**config.mk**
```make
export PLATFORM = sky130hd
export DESIGN_NAME = rfsh_ctrl
export DESIGN_NICKNAME = d
export VERILOG_FILES = /design/src/rtl/rfsh_pkg.sv /design/src/rtl/rfsh_regs.sv /design/src/rtl/rfsh_timer.sv /design/src/rtl/rfsh_seq.sv /design/src/rtl/rfsh_ctrl.sv
export SDC_FILE = /design/constraint.sdc
export NUM_CORES = 1
export LEC_CHECK = 0
export BUFFER_PORTS_ARGS = -buffer_cell sky130_fd_sc_hd__buf_4
export CAP_MARGIN = 20
export CORE_MARGIN = 2
export CORE_UTILIZATION = 55
export DETAILED_ROUTE_END_ITERATION = 16
export PLACE_DENSITY = 0.8
export SLEW_MARGIN = 0
export SYNTH_ARGS = -nofsm -noshare
export SYNTH_HDL_FRONTEND = slang
export SYNTH_SLANG_ARGS = --single-unit
```
**constraint.sdc**
```tcl
create_clock -name clk -period 2.97 [get_ports clk]
set_input_delay 0.594 -clock clk [delete_from_list [all_inputs] [get_ports clk]]
set_output_delay 0.594 -clock clk [all_outputs]
set_load 0.03 [all_outputs]
```
**src/rtl/rfsh_pkg.sv**
```systemverilog
package rfsh_pkg;
  typedef enum logic [1:0] {SQ_IDLE, SQ_REQ, SQ_CYC} sq_state_t;
  localparam logic [1:0] SEL_BASE = 2'd0;
  localparam logic [1:0] SEL_IVL  = 2'd1;
  localparam logic [1:0] SEL_CTRL = 2'd2;
  localparam logic [1:0] SEL_ADDR = 2'd3;
endpackage

```
**src/rtl/rfsh_regs.sv**
```systemverilog
module rfsh_regs
  import rfsh_pkg::*;
#(
  parameter int DATA_W = 16,
  parameter int BASE_W = 8,
  parameter int IVL_W  = 16
) (
  input  logic              clk,
  input  logic              rst,
  input  logic              wr_en,
  input  logic [1:0]        wr_sel,
  input  logic [DATA_W-1:0] wr_data,
  output logic [BASE_W-1:0] base,
  output logic [IVL_W-1:0]  ivl,
  output logic              en,
  output logic              ctrl_wr,
  output logic              ena_set,
  output logic              ena_clr
);
  assign ctrl_wr = wr_en && (wr_sel == SEL_CTRL);
  assign ena_set = ctrl_wr && wr_data[0];
  assign ena_clr = ctrl_wr && !wr_data[0];

  always_ff @(posedge clk) begin
    if (rst) begin
      base <= '0;
      ivl  <= '0;
      en   <= 1'b0;
    end else if (wr_en) begin
      case (wr_sel)
        SEL_BASE: base <= wr_data[BASE_W-1:0];
        SEL_IVL:  ivl  <= wr_data[IVL_W-1:0];
        SEL_CTRL: en   <= wr_data[0];
        default:  ;
      endcase
    end
  end
endmodule

```
**src/rtl/rfsh_timer.sv**
```systemverilog
module rfsh_timer #(
  parameter int IVL_W = 16
) (
  input  logic             clk,
  input  logic             rst,
  input  logic             en,
  input  logic             load,
  input  logic             hold,
  input  logic [IVL_W-1:0] ivl,
  output logic             expire
);
  localparam logic [IVL_W-1:0] ONE = IVL_W'(1);
  logic [IVL_W-1:0] cnt;

  // reload happens at expiry, so bus latency never stretches the period
  assign expire = en && !hold && (cnt <= ONE);

  always_ff @(posedge clk) begin
    if (rst) begin
      cnt <= '0;
    end else if (load) begin
      cnt <= ivl;
    end else if (en) begin
      if (cnt <= ONE) cnt <= ivl;
      else            cnt <= cnt - ONE;
    end
  end
endmodule

```
**src/rtl/rfsh_seq.sv**
```systemverilog
module rfsh_seq
  import rfsh_pkg::*;
#(
  parameter int ROW_W   = 8,
  parameter int CYC_LEN = 3
) (
  input  logic             clk,
  input  logic             rst,
  input  logic             expire,
  input  logic             drop_pend,
  input  logic             bus_gnt,
  output logic             bus_req,
  output logic             rfsh_cyc,
  output logic [ROW_W-1:0] row
);
  localparam int CC_W = (CYC_LEN > 1) ? $clog2(CYC_LEN) : 1;
  localparam logic [CC_W-1:0] CC_LAST = CC_W'(CYC_LEN - 1);

  sq_state_t       st;
  logic            pend;
  logic [CC_W-1:0] ccnt;
  logic            done;

  assign done     = (st == SQ_CYC) && (ccnt == CC_LAST);
  assign bus_req  = (st != SQ_IDLE);
  assign rfsh_cyc = (st == SQ_CYC);

  always_ff @(posedge clk) begin
    if (rst) begin
      st   <= SQ_IDLE;
      pend <= 1'b0;
      ccnt <= '0;
      row  <= '0;
    end else begin
      case (st)
        SQ_IDLE: if (expire) st <= SQ_REQ;
        SQ_REQ: begin
          if (bus_gnt) begin
            st   <= SQ_CYC;
            ccnt <= '0;
          end
        end
        SQ_CYC: begin
          if (done) begin
            row <= row + ROW_W'(1);
            st  <= ((pend && !drop_pend) || expire) ? SQ_REQ : SQ_IDLE;
          end else begin
            ccnt <= ccnt + CC_W'(1);
          end
        end
        default: st <= SQ_IDLE;
      endcase

      if (drop_pend)                      pend <= 1'b0;
      else if (done)                      pend <= pend && expire;
      else if (expire && st != SQ_IDLE)   pend <= 1'b1;
    end
  end
endmodule

```
**src/rtl/rfsh_ctrl.sv**
```systemverilog
module rfsh_ctrl
  import rfsh_pkg::*;
#(
  parameter int DATA_W  = 16,
  parameter int BASE_W  = 8,
  parameter int ROW_W   = 8,
  parameter int IVL_W   = 16,
  parameter int CYC_LEN = 3,
  localparam int ADDR_W = BASE_W + ROW_W
) (
  input  logic              clk,
  input  logic              rst,
  input  logic              wr_en,
  input  logic [1:0]        wr_sel,
  input  logic [DATA_W-1:0] wr_data,
  input  logic [1:0]        rd_sel,
  output logic [DATA_W-1:0] rd_data,
  output logic              bus_req,
  input  logic              bus_gnt,
  output logic              rfsh_cyc,
  output logic [ADDR_W-1:0] rfsh_addr
);
  logic [BASE_W-1:0] base;
  logic [IVL_W-1:0]  ivl;
  logic [ROW_W-1:0]  row;
  logic en, ctrl_wr, ena_set, ena_clr, expire;

  rfsh_regs #(.DATA_W(DATA_W), .BASE_W(BASE_W), .IVL_W(IVL_W)) u_regs (
    .clk(clk), .rst(rst), .wr_en(wr_en), .wr_sel(wr_sel), .wr_data(wr_data),
    .base(base), .ivl(ivl), .en(en), .ctrl_wr(ctrl_wr),
    .ena_set(ena_set), .ena_clr(ena_clr)
  );

  rfsh_timer #(.IVL_W(IVL_W)) u_timer (
    .clk(clk), .rst(rst), .en(en), .load(ena_set), .hold(ctrl_wr),
    .ivl(ivl), .expire(expire)
  );

  rfsh_seq #(.ROW_W(ROW_W), .CYC_LEN(CYC_LEN)) u_seq (
    .clk(clk), .rst(rst), .expire(expire), .drop_pend(ena_clr),
    .bus_gnt(bus_gnt), .bus_req(bus_req), .rfsh_cyc(rfsh_cyc), .row(row)
  );

  assign rfsh_addr = {base, row};

  always_comb begin
    case (rd_sel)
      SEL_BASE: rd_data = DATA_W'(base);
      SEL_IVL:  rd_data = DATA_W'(ivl);
      SEL_CTRL: rd_data = DATA_W'(en);
      default:  rd_data = DATA_W'(rfsh_addr);
    endcase
  end
endmodule

```
==> results.json <==
{
  "holdPathEnd": "u_timer.cnt[7]$_SDFFE_PP0P_",
  "portBuffers": 57,
  "die_h_um": 77.4,
  "yosys-top-cells-area": "dfxtp_1 36%, mux2i_1 8.8%, nand2_1 7.1%, a21oi_1 5.2%, nor2_1 3.7%",
  "coreArea_mm2": 0.00517,
  "rsz0062_at_grt": "false",
  "syn_inst": 365,
  "syn-num-nets": 393,
  "ir_drop_mv": 0.247,
  "antenna_found_initial": 0,
  "cts_tree": "yes",
  "busiest_layer": "met2",
  "holdWs_ps": 491,
  "ys_types": 56,
  "die_area_mm2": 0.00600,
  "synth_area_mm2": 0.00297,
  "reg2reg_slack_ps": 660,
  "hpwlAfterDp_um": 5360,
  "hold_viol": 0,
  "met2_usage_pct": 44.2,
  "critPathLaunchType": "flop",
  "viasPerCell": 6.11,
  "hp-class": "reg -> reg",
  "grt_pass1_wl_um": 12900,
  "finalCriticalPeriod_ps": 2310,
  "drive_above_1_share_pct": 20.0,
  "setup_tns_ps": 0,
  "leakagePower_nw": 1.40,
  "clock-skew-final_ps": 6.84,
  "crit_fanout": 11,
  "drcViolationCount": 0,
  "cts_resized": 0,
  "cts_setup_buffers": 0,
  "worstSkewPairLatency_ps": 310,
  "worst_pin_slew_ps": 598,
  "crit_type": "reg -> reg",
  "clk_transition_reported_paths_ps": 90,
  "r2r-end": "u_timer.cnt[12]$_SDFFE_PP0P_",
  "globalRouteOverflowTotal": 0,
  "grt_use_met1_pct": 35.0,
  "io_pins": 58,
  "end_kind": "flop",
  "final-setup-viol-count": 0,
  "cap_violations": 0,
  "pre_cts_slack_ps": 725,
  "ys.flop_type": "dfxtp_1",
  "min_from": "u_regs.ivl[7]$_SDFFE_PP0P_",
  "r2r_start": "u_timer.cnt[0]$_SDFFE_PP0P_",
  "final_cells": 479,
  "first_iter_violations": 235,
  "yosys.area.top_type": "dfxtp_1",
  "synth_seq_cells": 54,
  "place_area_mm2": 0.00343,
  "synth_edf_count": 0,
  "globalplace.congestion": 0.865,
  "syn2layout_area_growth_pct": 18.5,
  "grt_max_degree": 46,
  "cts-htree-levels": 2,
  "fin_crit_sh_pct": 77.8,
  "crit_required_ps": 3220,
  "clock_sinks": 54,
  "synthArstFlopShare_pct": 0,
  "yosysSeqAreaShare_pct": 36.4,
  "firstDrtPassIters": 5,
  "grt_use_total_pct": 26.7,
  "ctsHoldBuffers": 0,
  "dp.cells": 473,
  "cts-root-buf": "clkbuf_8",
  "first_global_vias": 2739,
  "arrival_ps": 2560,
  "yosys_warnings": 0,
  "ctsLongestPathBuffers": 2,
  "drv_slew": 0,
  "slew_headroom_pct": 59.7,
  "r2r_cells": 7,
  "nets": 438,
  "numCtsBuffers": 5,
  "fin_ws_ps": 659,
  "fp-row-count": 26,
  "final_antenna_net_count": 0,
  "antenna_cells": 0,
  "die_x_um": 77.4,
  "use_met3_pct": 4.30,
  "initial_core_util_pct": 57.4,
  "synth_area_per_cell_um2": 8.13,
  "finish.instance_area_mm2": 0.00352,
  "wl_um": 7790,
  "via_count": 2927,
  "synth_top_area_share_pct": 36.4,
  "status": "finished, final reports clean",
  "clock.fmax_mhz": 433,
  "p_per_area_mw_per_mm2": 464,
  "wire_per_inst_um": 16.3,
  "holdPathStages": 2
}
## placed cells by master (no fill, tap or decap), types with 3 or more instances in the layout
| cell type | instances |
|---|---|
| a22oi_1 | 3 |
| nand4_1 | 7 |
| dfxtp_1 | 54 |
| nand3_1 | 10 |
| o211ai_1 | 3 |
| and3_1 | 4 |
| xor2_1 | 5 |
| nor2b_1 | 10 |
| nor2_1 | 29 |
| or3_1 | 3 |
| a21oi_1 | 31 |
| o221a_2 | 3 |
| ha_1 | 4 |
| nor3_1 | 8 |
| a31oi_1 | 8 |
| buf_4 | 64 |
| mux2i_1 | 26 |
| o32ai_1 | 3 |
| clkbuf_8 | 6 |
| inv_1 | 7 |
| nand2_1 | 56 |
| o21ai_0 | 17 |
| nor4_1 | 6 |
## layout make-up
class | count | area [um2]
Timing Repair Buffer | 64 | 480
Fill cell | 427 | 1660
Inverter | 7 | 26.3
Sequential cell | 54 | 1080
Tap cell | 70 | 87.6
Clock buffer | 6 | 82.6
Multi-Input combinational cell | 278 | 1760
## registers in the layout, indices dropped and copies added (netlist names)
register	count
u_seq.st	2
u_regs.en	1
u_timer.cnt	16
u_regs.ivl	16
u_seq.ccnt	2
u_seq.pend	1
u_seq.row	8
u_regs.base	8
## through the flow
step / utilization, % / power, mW
after CTS: 68.0 / 1.63
after global routing: 68.0 / 1.71
after detailed placement: 66.4 / 1.22
final: 68.0 / 1.63
after floorplan: - / 1.10
after global placement: 66.4 / 1.21
## cell usage after synthesis (7+ instances only)
master / count
clkbuf_1: 22
nand2_1: 56
nand4_1: 7
a31oi_1: 8
mux2i_1: 26
nand3_1: 10
dfxtp_1: 54
nor2_1: 29
nor3_1: 8
o21ai_0: 17
a21oi_1: 31
inv_1: 7
nor2b_1: 10
## cell families after synthesis
logic type | count (synthesis) | share of synthesized area (%)
XOR/XNOR | 7 | 2.07
multiplexers | 28 | 9.91
AND/OR/NAND/NOR | 155 | 27.4
flip-flops | 54 | 36.4
AO/OA/AOI/OAI | 84 | 18.2
buffers and inverters | 33 | 4.30
adder cells (fa/ha/maj) | 4 | 1.69
## critical path, stage by stage (launching register included)
cell and delay, ps:
dfxtp_1 460, inv_1 100, ha_1 240, o21ai_0 420
nor3_1 150, buf_4 210, or4_1 510, a31oi_1 160
## power by group
part           leakage (nW)  internal [mW]  switching (mW)  total, mW
combinational         0.914          0.168           0.251      0.419
clock                0.0431          0.181           0.236      0.416
sequential            0.438          0.753          0.0410      0.794
## worst max path at each step
| stage | startpoint | end | slack (ps) | depth (start not counted) |
|---|---|---|---|---|
| 6_report | u_timer.cnt[0]$_SDFFE_PP0P_ | u_timer.cnt[12]$_SDFFE_PP0P_ | 660 | 7 |
| 5_1_grt | u_timer.cnt[0]$_SDFFE_PP0P_ | u_timer.cnt[12]$_SDFFE_PP0P_ | 420 | 7 |
| 4_1_cts | u_timer.cnt[0]$_SDFFE_PP0P_ | u_timer.cnt[12]$_SDFFE_PP0P_ | 690 | 7 |
| 3_5_place_dp | u_timer.cnt[0]$_SDFFE_PP0P_ | u_timer.cnt[12]$_SDFFE_PP0P_ | 730 | 7 |
| 3_3_place_gp | u_timer.cnt[0]$_SDFFE_PP0P_ | u_timer.cnt[12]$_SDFFE_PP0P_ | 800 | 7 |
| 2_1_floorplan | rd_sel[0] | rd_data[3] | 380 | 4 |
## routing by layer
| layer | routed length [um] | up-vias |
|---|---|---|
| met2 | 3650 | 124 |
| met3 | 470 | 18 |
| met4 | 167 | 0 |
| met5 | 0 | - |
| met1 | 3500 | 1379 |
| li1 | - | 1406 |
Note: power is estimated with default switching activity, not from simulation.
